<file path="src/rtl/alu_sc_pkg.sv">
package alu_sc_pkg;

  localparam int unsigned DATA_W = 16;
  localparam int unsigned FN_W   = 4;

  typedef enum logic [FN_W-1:0] {
    FN_PASS_B   = 4'd0,
    FN_PASS_A   = 4'd1,
    FN_XOR      = 4'd4,
    FN_XOR_NB   = 4'd7,
    FN_ADD_INC  = 4'd10,
    FN_ADD_NB   = 4'd13
  } alu_fn_e;

endpackage

</file>
<file path="src/rtl/alu_rst_sync.sv">
module alu_rst_sync #(
  parameter int unsigned STAGES = 2
) (
  input  logic clk,
  input  logic rst_n,
  output logic rst_sync_n
);
  logic [STAGES-1:0] sync_q;
  logic [STAGES-1:0] sync_nxt;

  always_comb begin
    sync_nxt = {sync_q[STAGES-2:0], 1'b1};
  end

  always_ff @(posedge clk or negedge rst_n) begin
    if (!rst_n) begin
      sync_q <= '0;
    end else begin
      sync_q <= sync_nxt;
    end
  end

  assign rst_sync_n = sync_q[STAGES-1];
endmodule

</file>
<file path="src/rtl/alu_func_unit.sv">
module alu_func_unit
  import alu_sc_pkg::*;
#(
  parameter int unsigned W  = DATA_W,
  parameter int unsigned FW = FN_W
) (
  input  logic          clk,
  input  logic          rst_n,
  input  logic [W-1:0]  a,
  input  logic [W-1:0]  b,
  input  logic [FW-1:0] fn,
  output logic [W-1:0]  y,
  output logic          end_cy
);
  logic         inv_b;
  logic         cin;
  logic [W-1:0] b_eff;
  logic [W-1:0] sum;
  logic [W:0]   cy;

  // Operand conditioning shared by the XOR and adder forms
  always_comb begin
    inv_b = (fn == FN_XOR_NB) || (fn == FN_ADD_NB);
    cin   = (fn == FN_ADD_INC);
  end

  assign b_eff = b ^ {W{inv_b}};
  assign cy[0] = cin;

  // Ripple chain, one full adder per bit
  for (genvar k = 0; k < W; k++) begin : g_bit
    assign sum[k]  = a[k] ^ b_eff[k] ^ cy[k];
    assign cy[k+1] = (a[k] & b_eff[k]) | (cy[k] & (a[k] ^ b_eff[k]));
  end

  always_comb begin
    y      = '0;
    end_cy = 1'b0;
    case (fn)
      FN_PASS_B:            y = b;
      FN_PASS_A:            y = a;
      FN_XOR, FN_XOR_NB:    y = a ^ b_eff;
      FN_ADD_INC, FN_ADD_NB: begin
        y      = sum;
        end_cy = cy[W];
      end
      default: begin
        y      = '0;
        end_cy = 1'b0;
      end
    endcase
  end


  add_inc_chk: assert property (@(posedge clk) disable iff (!rst_n)
    (fn == FN_ADD_INC) |-> ({end_cy, y} == ({1'b0, a} + {1'b0, b} + (W+1)'(1))));


  add_nb_chk: assert property (@(posedge clk) disable iff (!rst_n)
    (fn == FN_ADD_NB) |-> ({end_cy, y} == ({1'b0, a} + {1'b0, ~b})));


  unlisted_zero_chk: assert property (@(posedge clk) disable iff (!rst_n)
    !(fn inside {FN_PASS_B, FN_PASS_A, FN_XOR, FN_XOR_NB, FN_ADD_INC, FN_ADD_NB})
      |-> (y == '0 && !end_cy));
endmodule

</file>
<file path="src/rtl/alu_result_reg.sv">
module alu_result_reg #(
  parameter int unsigned W = 16
) (
  input  logic         clk,
  input  logic         rst_n,
  input  logic         ce,
  input  logic [W-1:0] d,
  output logic [W-1:0] q
);
  logic [W-1:0] q_nxt;

  always_comb begin
    q_nxt = q;
    if (ce) begin
      q_nxt = d;
    end
  end

  always_ff @(posedge clk or negedge rst_n) begin
    if (!rst_n) begin
      q <= '0;
    end else begin
      q <= q_nxt;
    end
  end


  res_hold_chk: assert property (@(posedge clk) disable iff (!rst_n)
    !ce |=> $stable(q));


  res_load_chk: assert property (@(posedge clk) disable iff (!rst_n)
    ce |=> (q == $past(d)));
endmodule

</file>
<file path="src/rtl/alu_carry_flag.sv">
module alu_carry_flag (
  input  logic clk,
  input  logic rst_n,
  input  logic ce,
  input  logic cy_in,
  output logic test_n
);
  logic saved_q;
  logic saved_nxt;

  always_comb begin
    saved_nxt = saved_q;
    if (ce) begin
      saved_nxt = cy_in;
    end
  end

  always_ff @(posedge clk or negedge rst_n) begin
    if (!rst_n) begin
      saved_q <= 1'b0;
    end else begin
      saved_q <= saved_nxt;
    end
  end

  assign test_n = ~saved_q;


  cy_load_chk: assert property (@(posedge clk) disable iff (!rst_n)
    ce |=> (saved_q == $past(cy_in)));


  cy_hold_chk: assert property (@(posedge clk) disable iff (!rst_n)
    !ce |=> $stable(saved_q));
endmodule

</file>
<file path="src/rtl/alu_sc_top.sv">
module alu_sc_top
  import alu_sc_pkg::*;
(
  input  logic        clk,
  input  logic        rst_n,
  input  logic [15:0] op_a,
  input  logic [15:0] op_b,
  input  logic [3:0]  fn_code,
  input  logic        res_ce,
  input  logic        cy_ce,
  input  logic        res_oe,
  output logic [15:0] res_bus,
  output logic        res_bus_drv,
  output logic        test_n
);
  localparam int unsigned W  = DATA_W;
  localparam int unsigned FW = FN_W;

  logic         rst_i_n;
  logic [W-1:0] alu_y;
  logic         alu_cy;
  logic [W-1:0] res_q;

  alu_rst_sync #(.STAGES(2)) u_rst (
    .clk        (clk),
    .rst_n      (rst_n),
    .rst_sync_n (rst_i_n)
  );

  alu_func_unit #(.W(W), .FW(FW)) u_fu (
    .clk    (clk),
    .rst_n  (rst_i_n),
    .a      (op_a),
    .b      (op_b),
    .fn     (fn_code),
    .y      (alu_y),
    .end_cy (alu_cy)
  );

  alu_result_reg #(.W(W)) u_res (
    .clk   (clk),
    .rst_n (rst_i_n),
    .ce    (res_ce),
    .d     (alu_y),
    .q     (res_q)
  );

  alu_carry_flag u_cy (
    .clk    (clk),
    .rst_n  (rst_i_n),
    .ce     (cy_ce),
    .cy_in  (alu_cy),
    .test_n (test_n)
  );

  always_comb begin
    res_bus     = res_oe ? res_q : '0;
    res_bus_drv = res_oe;
  end
endmodule

</file>
<file path="config.mk">
export PLATFORM = sky130hd
export DESIGN_NAME = alu_sc_top
export DESIGN_NICKNAME = d
export VERILOG_FILES = /design/src/rtl/alu_sc_pkg.sv /design/src/rtl/alu_rst_sync.sv /design/src/rtl/alu_func_unit.sv /design/src/rtl/alu_result_reg.sv /design/src/rtl/alu_carry_flag.sv /design/src/rtl/alu_sc_top.sv
export SDC_FILE = /design/constraint.sdc
export NUM_CORES = 1
export LEC_CHECK = 0
export BUFFER_PORTS_ARGS = -buffer_cell sky130_fd_sc_hd__buf_2
export CAP_MARGIN = 15
export CORE_AREA = 2 2 73 75
export DETAILED_ROUTE_END_ITERATION = 8
export DIE_AREA = 0 0 75 77
export PLACE_DENSITY = 0.76
export SLEW_MARGIN = 40
export SYNTH_ARGS = -nofsm -noshare
export SYNTH_HDL_FRONTEND = slang
export SYNTH_SLANG_ARGS = --single-unit
</file>
<file path="constraint.sdc">
create_clock -name clk -period 0.8 [get_ports clk]
set_input_delay 0.04 -clock clk [delete_from_list [all_inputs] [get_ports clk]]
set_output_delay 0.04 -clock clk [all_outputs]
set_load 0.005 [all_outputs]
</file>
### Yosys cells after proc, flatten, opt, wreduce, memory -nomap -nowiden

Index checks and enable logic that the tools add are counted.

| storage, ports and cells | value |
|---|---|
| output and inout port bits | 18 |
| word-level logic and storage cells | 98 |
| input bits | 41 |
| latch bits | 0 |
| flip-flop bits (word level) | 19 |
| bits in writable memories | 0 |
| bits in read-only memories | 0 |
| memories | 0 |

| cells by class | value |
|---|---|
| shifts and indexed selects | 0 |
| bitwise gates (word level) | 83 |
| div/mod/pow operators | 0 |
| order comparisons | 0 |
| multiply operators | 0 |
| add/subtract/negate cells | 0 |
| eq/ne operators | 5 |
| reductions and logical operators | 4 |
| mux-type cells | 3 |

Operators by type and width:

| kind | number |
|---|---|
| $pmux 16 s4 | 1 |
| $and 1x1->1 | 32 |
| $xor 1x1->1 | 32 |
| $xor 16x16->16 | 2 |
| $mux 16 | 1 |
| $or 1x1->1 | 16 |
| $eq 4x3->1 const B | 2 |
| $eq 4x4->1 const B | 2 |
| $eq 4x1->1 const B | 1 |
| $logic_not 4->1 | 1 |
| $reduce_or 2->1 | 2 |
| $logic_or 1x1->1 | 1 |
| $mux 1 | 1 |
| $not 1->1 | 1 |

### Logic depth before layout (Yosys ltp)

Gate-level depths: netlist (run 1).

| depth | value |
|---|---|
| word-level depth | 37 |
| mapped depth | 29 |
| gate-level depth less buffers | 27 |

### Cells and area by module

Synthesis (run 1) repeated with hierarchy kept, for this count alone.

| unflattened totals | value |
|---|---|
| cell total of the unflattened synthesis | 182 |
| area, all modules | 2213.4 um2 |

By module, submodules not included:

| module | times used | sequential area each (um2) | cells each | area an instance (um2) |
|---|---|---|---|---|
| alu_func_unit | 1 | 0.0 | 124 | 1332.5 |
| alu_result_reg | 1 | 400.4 | 34 | 649.4 |
| alu_sc_top | 1 | 0.0 | 18 | 133.9 |
| alu_rst_sync | 1 | 50.0 | 3 | 53.8 |
| alu_carry_flag | 1 | 25.0 | 3 | 43.8 |

### Worst setup path after synthesis (run 1)

Ideal clock, no wire load.

| timing | value |
|---|---|
| path type | input-to-reg |
| from | input fn_code[1] |
| to | register u_res.q[15] |
| setup slack | -6921 ps |
| setup time | 138 ps |
| arrival | 7583 ps |
| required time | 662 ps |
| cell stages on the path | 29 |
| path buffers | 2 |
| cell sequence | buf_2 xnor2_1 nor2_4 buf_4 xor2_1 fa_1 fa_1 fa_1 fa_1 fa_1 fa_1 fa_1 fa_1 fa_1 fa_1 fa_1 fa_1 inv_1 fa_1 inv_1 fa_1 inv_1 fa_1 inv_1 fa_1 inv_1 nor3_1 a211oi_1 o22ai_1 |

| on the way | value |
|---|---|
| cells in the longest elaborated chain, start to end | 36 |
| elaborated cells on any way between the ends | 74 |

RTL lines:

| item | line | RTL |
|---|---|---|
| start, declared | alu_sc_top.sv:8 | `input logic [3:0] fn_code,` |
| $eq 4x3->1 or $eq 4x4->1 (tied branches) | alu_func_unit.sv:23, alu_func_unit.sv:39 |  |
| $logic_or 1x1->1 | alu_func_unit.sv:23 | `inv_b = (fn == FN_XOR_NB) \|\| (fn == FN_ADD_NB);` |
| $xor 16x16->16 | alu_func_unit.sv:27 | `assign b_eff = b ^ {W{inv_b}};` |
| $xor 1x1->1 | alu_func_unit.sv:33 | `assign cy[k+1] = (a[k] & b_eff[k]) \| (cy[k] & (a[k] ^ b_eff[k]));` |
| $and 1x1->1 | alu_func_unit.sv:33 |  |
| $or 1x1->1 | alu_func_unit.sv:33 |  |
| $and 1x1->1 | alu_func_unit.sv:33 |  |
| $or 1x1->1 | alu_func_unit.sv:33 |  |
| [20 not listed] | n/a |  |
| $and 1x1->1 | alu_func_unit.sv:33 |  |
| $or 1x1->1 | alu_func_unit.sv:33 |  |
| $and 1x1->1 | alu_func_unit.sv:33 |  |
| $or 1x1->1 | alu_func_unit.sv:33 |  |
| $and 1x1->1 | alu_func_unit.sv:33 |  |
| $or 1x1->1 | alu_func_unit.sv:33 |  |
| $xor 1x1->1 | alu_func_unit.sv:32 | `assign sum[k] = a[k] ^ b_eff[k] ^ cy[k];` |
| $pmux 16 s4 * | alu_func_unit.sv:39 | `case (fn)` |
| end signal, assigned | alu_result_reg.sv:23 | `q <= q_nxt;` |
| end, declared | alu_result_reg.sv:8 | `output logic [W-1:0] q` |

Every way passes the cells marked *; elsewhere a longest branch is shown, timed or not.
A chain may end at the register's enable or synchronous reset.

### Worst setup path in the final report (run 1)

Ends and elaborated chain as after synthesis.

==> results by group, run 1 <==
Clocking
  • Clk root buf: clkbuf_8
  • TritonCTS Buffers: 3
  • CTS tree: built
  • H-tree Lvls: 1
  • Sink Count: 19
  • Clock Path Buffers: 2
  • Worst-skew pair later-pin latency: 260 ps
  • CTS clk-pin slew, worst paths: 70 ps

Timing
  • RSZ-0062 raised after global routing: true
  • Final WS setup: -5860 ps
  • Final Max Slew Viols: 0
  • Fin. Hold Viols: 0
  • Tcrit/Tclk final: 833%
  • Setup-failing EPs final: 34
  • Fmax achieved: approximately 0.15 GHz
  • Setup TNS Final: -62850 ps
  • Setup Skew: 2.01 ps
  • Final min period: between 6000 and 7000 ps
  • Worst slew pin tran: 633 ps
  • Rel. slew slack: 57.7%
  • Hold_ws: between 90 and 100 ps

Setup path
  • Crit-path max FO: 2
  • Required time worst endpoint: 980 ps
  • Buf/Inv on CP: 6
  • Family with the most delay on the worst path: adder cells
  • Critical Path Max Stage Delay: 530 ps
  • Max stage delay cell, worst path: fa_2
  • Critical Path Most Common Cell: fa_2
  • Setup crit end kind: flop
  • Worst EP arrival: 6840 ps
  • Crit Path Category: in2reg
  • Startpoint Class: input pin

Place
  • # port buffers: 58
  • Hpwl dp: 4.85 mm
  • Cell area after placement: 3160 sq um
  • GPL Wtd Cong: roughly 0.81

Synthesis
  • Largest family of logic cells by synthesized area: compound AO/OA/AOI/OAI gates
  • Multiplexer share of the synthesized area: under 10%
  • Syn_nets: 322
  • Flops & latches, synth: 19
  • Synthesized area: 2390 sq um
  • Top cell type's share of synthesized area: 19.9%
  • XOR/XNOR Fraction of Synth Area: between 6 and 7%
  • Biggest area consumer among synthesized cells: dfrtp_1
  • Largest cells by area after synthesis: dfrtp_1 20%, fa_1 13%, ha_1 8.4%
  • Post-Synth Simple-Gate Area: 11.7%
  • Post-synthesis cell type count: 36
  • Compound-Gate Fraction of Synth Area: 23.2%
  • Post-synth EDFFs: 0
  • Cell count after synthesis: roughly 250
  • Yosys warnings: 0
  • Sequential-to-total area share from yosys stat: 19.9%
  • Asr flop ratio synth: 100%
  • Synth Area per Inst: around 9.6 sq um
  • Synth Area in Adders: a little over a fifth
  • Synth Flop Type: dfrtp_1

Route
  • Iter 0 DRT Violations: 116
  • Detailed-routed wire length on met3: 409 um
  • TritonRoute pass-1 iters: 5
  • DRC viols: 0
  • WL met1: 2.69 mm
  • WL/cell: 15.6 um
  • Top Layer Used: met4
  • Met2 Wirelength: 3.46 mm
  • Final ANT Viol Nets: 0
  • WL final: 6.62 mm
  • DR vias: between 2000 and 2500
  • Vias per cell: between 5 and 6

Layout
  • Nets: 429
  • Commonest non-fill, non-tap cell in the layout: buf_4
  • Fin area: 3400 sq um
  • Most frequent cells in the layout: 61 x buf_4, 53 x buf_2, 26 x nand2_1
  • Fill count: 409
  • Antenna diodes: 0
  • Util after Layout: 68.4%
  • Layout cells sized above 1: 55.2%
  • Layout area overhead: 42.4%

Global route
  • Vias in the first global route: roughly 2200
  • Total track usage: 23.1%
  • Initial antenna violation count: 0
  • Largest net degree at the start of global routing: 29
  • Gr ovfl total: 0
  • Global-route wire length before repair: between 10 and 15 mm

Status
  • Failing checks: setup timing
  • Status: finished with violations

Floorplanning
  • Die Y: ~77 um
  • Cell row count: 26
  • Die W: 75 um
  • # IOs: 59
  • Die area: 5780 sq um
  • Starting Density: 48.0%
  • Core area: 4980 sq um

Job
  • Max_cap viols: 0

Worst hold path
  • Hold WC Path Type: in2async

Power
  • Leak: approximately 1.6 nW
  • Overall Power: 0.00381 W
  • Pwr/cell area: 1120 nW/um^2
  • Max VDD drop: 0.609 mV
-- kinds of logic after synthesis --
kind of cell,count (synthesis)
buffers and inverters,48
AO/OA/AOI/OAI,61
AND/OR/NAND/NOR,54
flip-flops,19
other,1
XOR/XNOR,18
multiplexers,16
adder cells (fa/ha/maj),32
-- area by class of cell --
class,count,area (sq um),area share [%]
Multi-Input combinational cell,182,1880,55.3
Clock buffer,3,41.3,1.21
Inverter,29,109,3.20
Timing Repair Buffer,121,803,23.6
Clock inverter,1,5.00,0.147
Tap cell,70,87.6,2.57
Sequential cell,19,475,14.0
-- final timing paths --
check / start / to / slack (ps) / cells past startpoint
max: fn_code[1] / u_res.q[15]$_DFFE_PN0P_ / -5860 / 28
min: rst_n / u_rst.sync_q[0]$_DFF_PN0_ / 100 / 2
max reg2reg: u_res.q[9]$_DFFE_PN0P_ / u_res.q[9]$_DFFE_PN0P_ / -140 / 4
min reg2reg: u_rst.sync_q[1]$_DFF_PN0_ / u_res.q[0]$_DFFE_PN0P_ / 190 / 1
max in group asynchronous: u_rst.sync_q[1]$_DFF_PN0_ / u_res.q[10]$_DFFE_PN0P_ / 430 / 1
min in group clk: op_b[3] / u_res.q[3]$_DFFE_PN0P_ / 200 / 4
-- worst register-to-register path: cells and delay by family, from the launching register on --
family          cells  cell delay [ps]
flops               1              390
compound gates      1               80
buf+inv             3              320
-- metrics by stage --
step	setup slack (ps)	cells
CTS	-5870	420
global route	-6050	425
floorplan	-6200	249
finish	-5860	425
global placement	-6110	408
detailed placement	-6210	408
-- registers in the layout, summed over array words and instances (netlist names) --
register      cells
u_cy.saved_q      1
u_res.q          16
u_rst.sync_q      2
-- cells in the mapped netlist, types with 2 or more instances --
cell type	instances
fa_1	16
nor2_1	2
a221oi_1	12
nand2_1	26
o22ai_2	10
and2_1	17
inv_1	29
a222oi_1	3
o22ai_1	17
a22o_1	12
xor2_1	17
buf_2	6
clkbuf_1	6
dfrtp_1	19
ha_1	16
buf_4	6
nor3_1	2
mux2_2	15
-- power by group --
part           total [W]  internal (W)  switching, W
registers        0.00105       0.00102     0.0000287
clock network   0.000664      0.000347      0.000317
logic            0.00210       0.00105       0.00104
-- routing by layer --
| metal | vias up | GRT usage, % |
|---|---|---|
| li1 | 1079 | - |
| met1 | 1087 | 31.8 |
| met2 | 78 | 38.7 |
| met3 | 5 | 1.84 |
| met4 | 0 | 5.18 |
| met5 | - | 0 |
-- timing repair --
action / 4_1_cts / 5_1_grt
resized for setup: 10 / 13
hold buffers: 2 / 0
endpoints found under the setup margin: 34 / 34
pin swaps: 3 / 2
setup buffers: 6 / 5
hold endpoints to repair: 3 / 0
Power figures use the tool's default switching activity.
==> inputs of run 2 (changes only) <==
CELL_PAD_IN_SITES_DETAIL_PLACEMENT = 0   (was not set)
CELL_PAD_IN_SITES_GLOBAL_PLACEMENT = 1   (was not set)
CORE_AREA = 2 2 84 86   (was 2 2 73 75)
DIE_AREA = 0 0 86 88   (was 0 0 75 77)
PLACE_DENSITY = not set   (was 0.76)
PLACE_DENSITY_LB_ADDON = 0.1   (was not set)
==> run 2 against run 1 <==
Effect of this change:
- the run still ends with setup timing left
- combinational power down 3%
- final cell count is 3.5% higher
- die area is 31% higher
- non-clock buffer count rose by 5
- worst hold slack worse by 2.9 ps
- clock power down 3.3%
- critical path depth stayed put
- critical endpoint unchanged
- largest power group unchanged
- highest routed layer unchanged
==> results by group, run 2 (synthesis results as in run 1) <==
Global route
  • Largest net degree at the start of global routing: 29 (unchanged)
  • Vias in the first global route: 2230 (+0.81%)
  • Gr ovfl total: 0 (unchanged)
  • Total track usage: 17.5% (-5.6 points)
  • Initial antenna violation count: 0 (unchanged)
  • Global-route wire length before repair: 10.7 mm (+2.6%)

Worst hold path
  • Hold WC Path Type: in2async

Setup path
  • Buf/Inv on CP: 6 (unchanged)
  • Worst EP arrival: 6810 ps (-30 ps)
  • Max stage delay cell, worst path: fa_2
  • FF-to-FF setup slack: -90 ps (+50 ps)
  • Critical Path Max Stage Delay: 520 ps (about the same)
  • Crit Path Category: in2reg
  • Family with the most delay on the worst path: adder cells
  • Crit-path max FO: 2 (unchanged)
  • Critical Path Most Common Cell: fa_2
  • Cells on worst reg2reg path: 4 (unchanged)
  • Required time worst endpoint: 960 ps (-20 ps)
  • Startpoint Class: input pin
  • Cell count along the critical path: 28 (unchanged)
  • Setup crit end kind: flop

Floorplanning
  • Die W: 86 um (+15%)
  • Die Y: 88 um (+14%)
  • Starting Density: 36.0% (-12 points)
  • Core area: 6640 sq um (+33%)
  • # IOs: 59 (unchanged)
  • Die area: 7570 sq um (+31%)
  • Cell row count: 30 (+15%)

Layout
  • Layout area overhead: 43.4%
  • Fill count: 642 (+57%)
  • Reg area: 475 sq um (unchanged)
  • Max reg flops: 16 (unchanged)
  • Fin area: 3430 sq um (+0.66%)
  • Antenna diodes: 0 (unchanged)
  • Layout cells sized above 1: 54.2% (-1.0 points)
  • Multi-input logic area: 1870 sq um (-0.73%)
  • Largest regs: u_res.q: 16 flops, u_rst.sync_q: 2 flops, u_cy.saved_q: 1 flops
  • Commonest non-fill, non-tap cell in the layout: buf_4
  • Most frequent cells in the layout: 66 x buf_4, 55 x buf_2, 26 x nand2_1
  • Largest Register: u_res.q
  • Nets: 434 (+1.2%)

Place
  • GPL Wtd Cong: 0.801 (-0.67%)
  • Place WS: -6270 ps (-55.0 ps)
  • Cell area after placement: 3210 sq um (+1.3%)
  • # port buffers: 58 (unchanged)
  • Hpwl dp: 5.08 mm (+4.7%)

Route
  • Vias per cell: 4.94 (-6.6%)
  • Final ANT Viol Nets: 0 (unchanged)
  • WL/cell: 14.5 um (-7.1%)
  • DR vias: 2175 (-3.3%)
  • WL final: 6.37 mm (-3.8%)
  • DRC viols: 0 (unchanged)
  • Iter 0 DRT Violations: 124 (+6.9%)
  • TritonRoute pass-1 iters: 4 (-1)

Status
  • Status: finished with violations
  • Failing checks: setup timing

Timing
  • Final WS setup: -5850 ps (+13.3 ps)
  • Fin. Hold Viols: 0 (unchanged)
  • RSZ-0062 raised after global routing: true
  • Final Max Slew Viols: 0 (unchanged)
  • Fmax achieved: 0.150 GHz (+0.20%)
  • Setup-failing EPs final: 34 (unchanged)
  • Final min period: 6650 ps (-13.3 ps)
  • Setup Skew: 1.18 ps (-0.830 ps)
  • Tcrit/Tclk final: 831% (-1.7 points)
  • Worst slew pin tran: 616 ps (-16.7 ps)
  • Rel. slew slack: 58.8% (+1.1 points)

Power
  • Max VDD drop: 0.417 mV (-32%)
  • Leak: 1.62 nW (+1.1%)
  • Overall Power: 0.00373 W (-2.1%)
  • Pwr/cell area: 1090 nW/um^2 (-2.7%)

Clocking
  • Clk root buf: clkbuf_8
  • TritonCTS Buffers: 3 (unchanged)
  • CTS tree: built
  • Clock Path Buffers: 2 (unchanged)
  • H-tree Lvls: 1 (unchanged)
  • CTS clk-pin slew, worst paths: 70 ps (about the same)
  • Sink Count: 19 (unchanged)
  • Worst-skew pair later-pin latency: 250 ps (about the same)

Job
  • Max_cap viols: 0 (unchanged)
==> run 2: worst paths after layout <==
kind,start,to
max,fn_code[1],u_res.q[15]$_DFFE_PN0P_
min,rst_n,u_rst.sync_q[1]$_DFF_PN0_
max reg2reg,u_res.q[5]$_DFFE_PN0P_,u_res.q[5]$_DFFE_PN0P_
min reg2reg,u_rst.sync_q[1]$_DFF_PN0_,u_res.q[5]$_DFFE_PN0P_
max in group asynchronous,u_rst.sync_q[1]$_DFF_PN0_,u_res.q[13]$_DFFE_PN0P_
min in group clk,op_b[2],u_res.q[2]$_DFFE_PN0P_
==> run 2: where the power goes <==
| part | internal (W) | switching (W) | total (W) |
|---|---|---|---|
| registers | 0.00102 | 0.0000277 | 0.00105 |
| clock network | 0.000353 | 0.000289 | 0.000642 |
| logic | 0.00104 | 0.00100 | 0.00204 |
| total | 0.00242 | 0.00132 | 0.00373 |
==> run 2: timing repair <==
action | 4_1_cts | 5_1_grt
gates resized for setup | 11 | 5
endpoints found under the setup margin | 34 | 34
setup buffers | 7 | 5
pin swaps | 3 | 1
hold endpoints to repair | 3 | 0
hold buffers | 2 | 0
==> run 2: area by class of cell <==
type                       instances  share of cell area [%]
multi-input combinational        182                    54.5
timing repair buffer             126                    24.2
sequential                        19                    13.9
inverter                          29                    3.18
tap                               80                    2.92
clock buffer                       4                    1.31
==> run 2: per-stage QoR <==
stage	setup TNS [ps]	cells	util, %	hold WS [ps]
detailed placement	-66630	422	48.2	-172
global placement	-65780	422	48.2	-174
global route	-66170	440	51.6	110
finish	-62810	440	51.6	95.5
CTS	-63330	435	50.7	92.5
floorplan	-66250	249	-	-256
==> run 2: worst reg2reg max path: stages, from the launching register on <==
cell,delay [ps]
dfrtp_1,370
buf_4,130
buf_4,120
inv_1,50
o22ai_2,70
==> run 2: layer usage <==
metal  vias to the layer above  global-route usage (%)  share of wire [%]
li1                       1091                       -                  -
met2                        51                    30.3                 47
met4                         0                    3.46               0.57
met5                         -                       0                  0
met3                         4                   0.943                3.8
met1                      1029                    24.4                 48
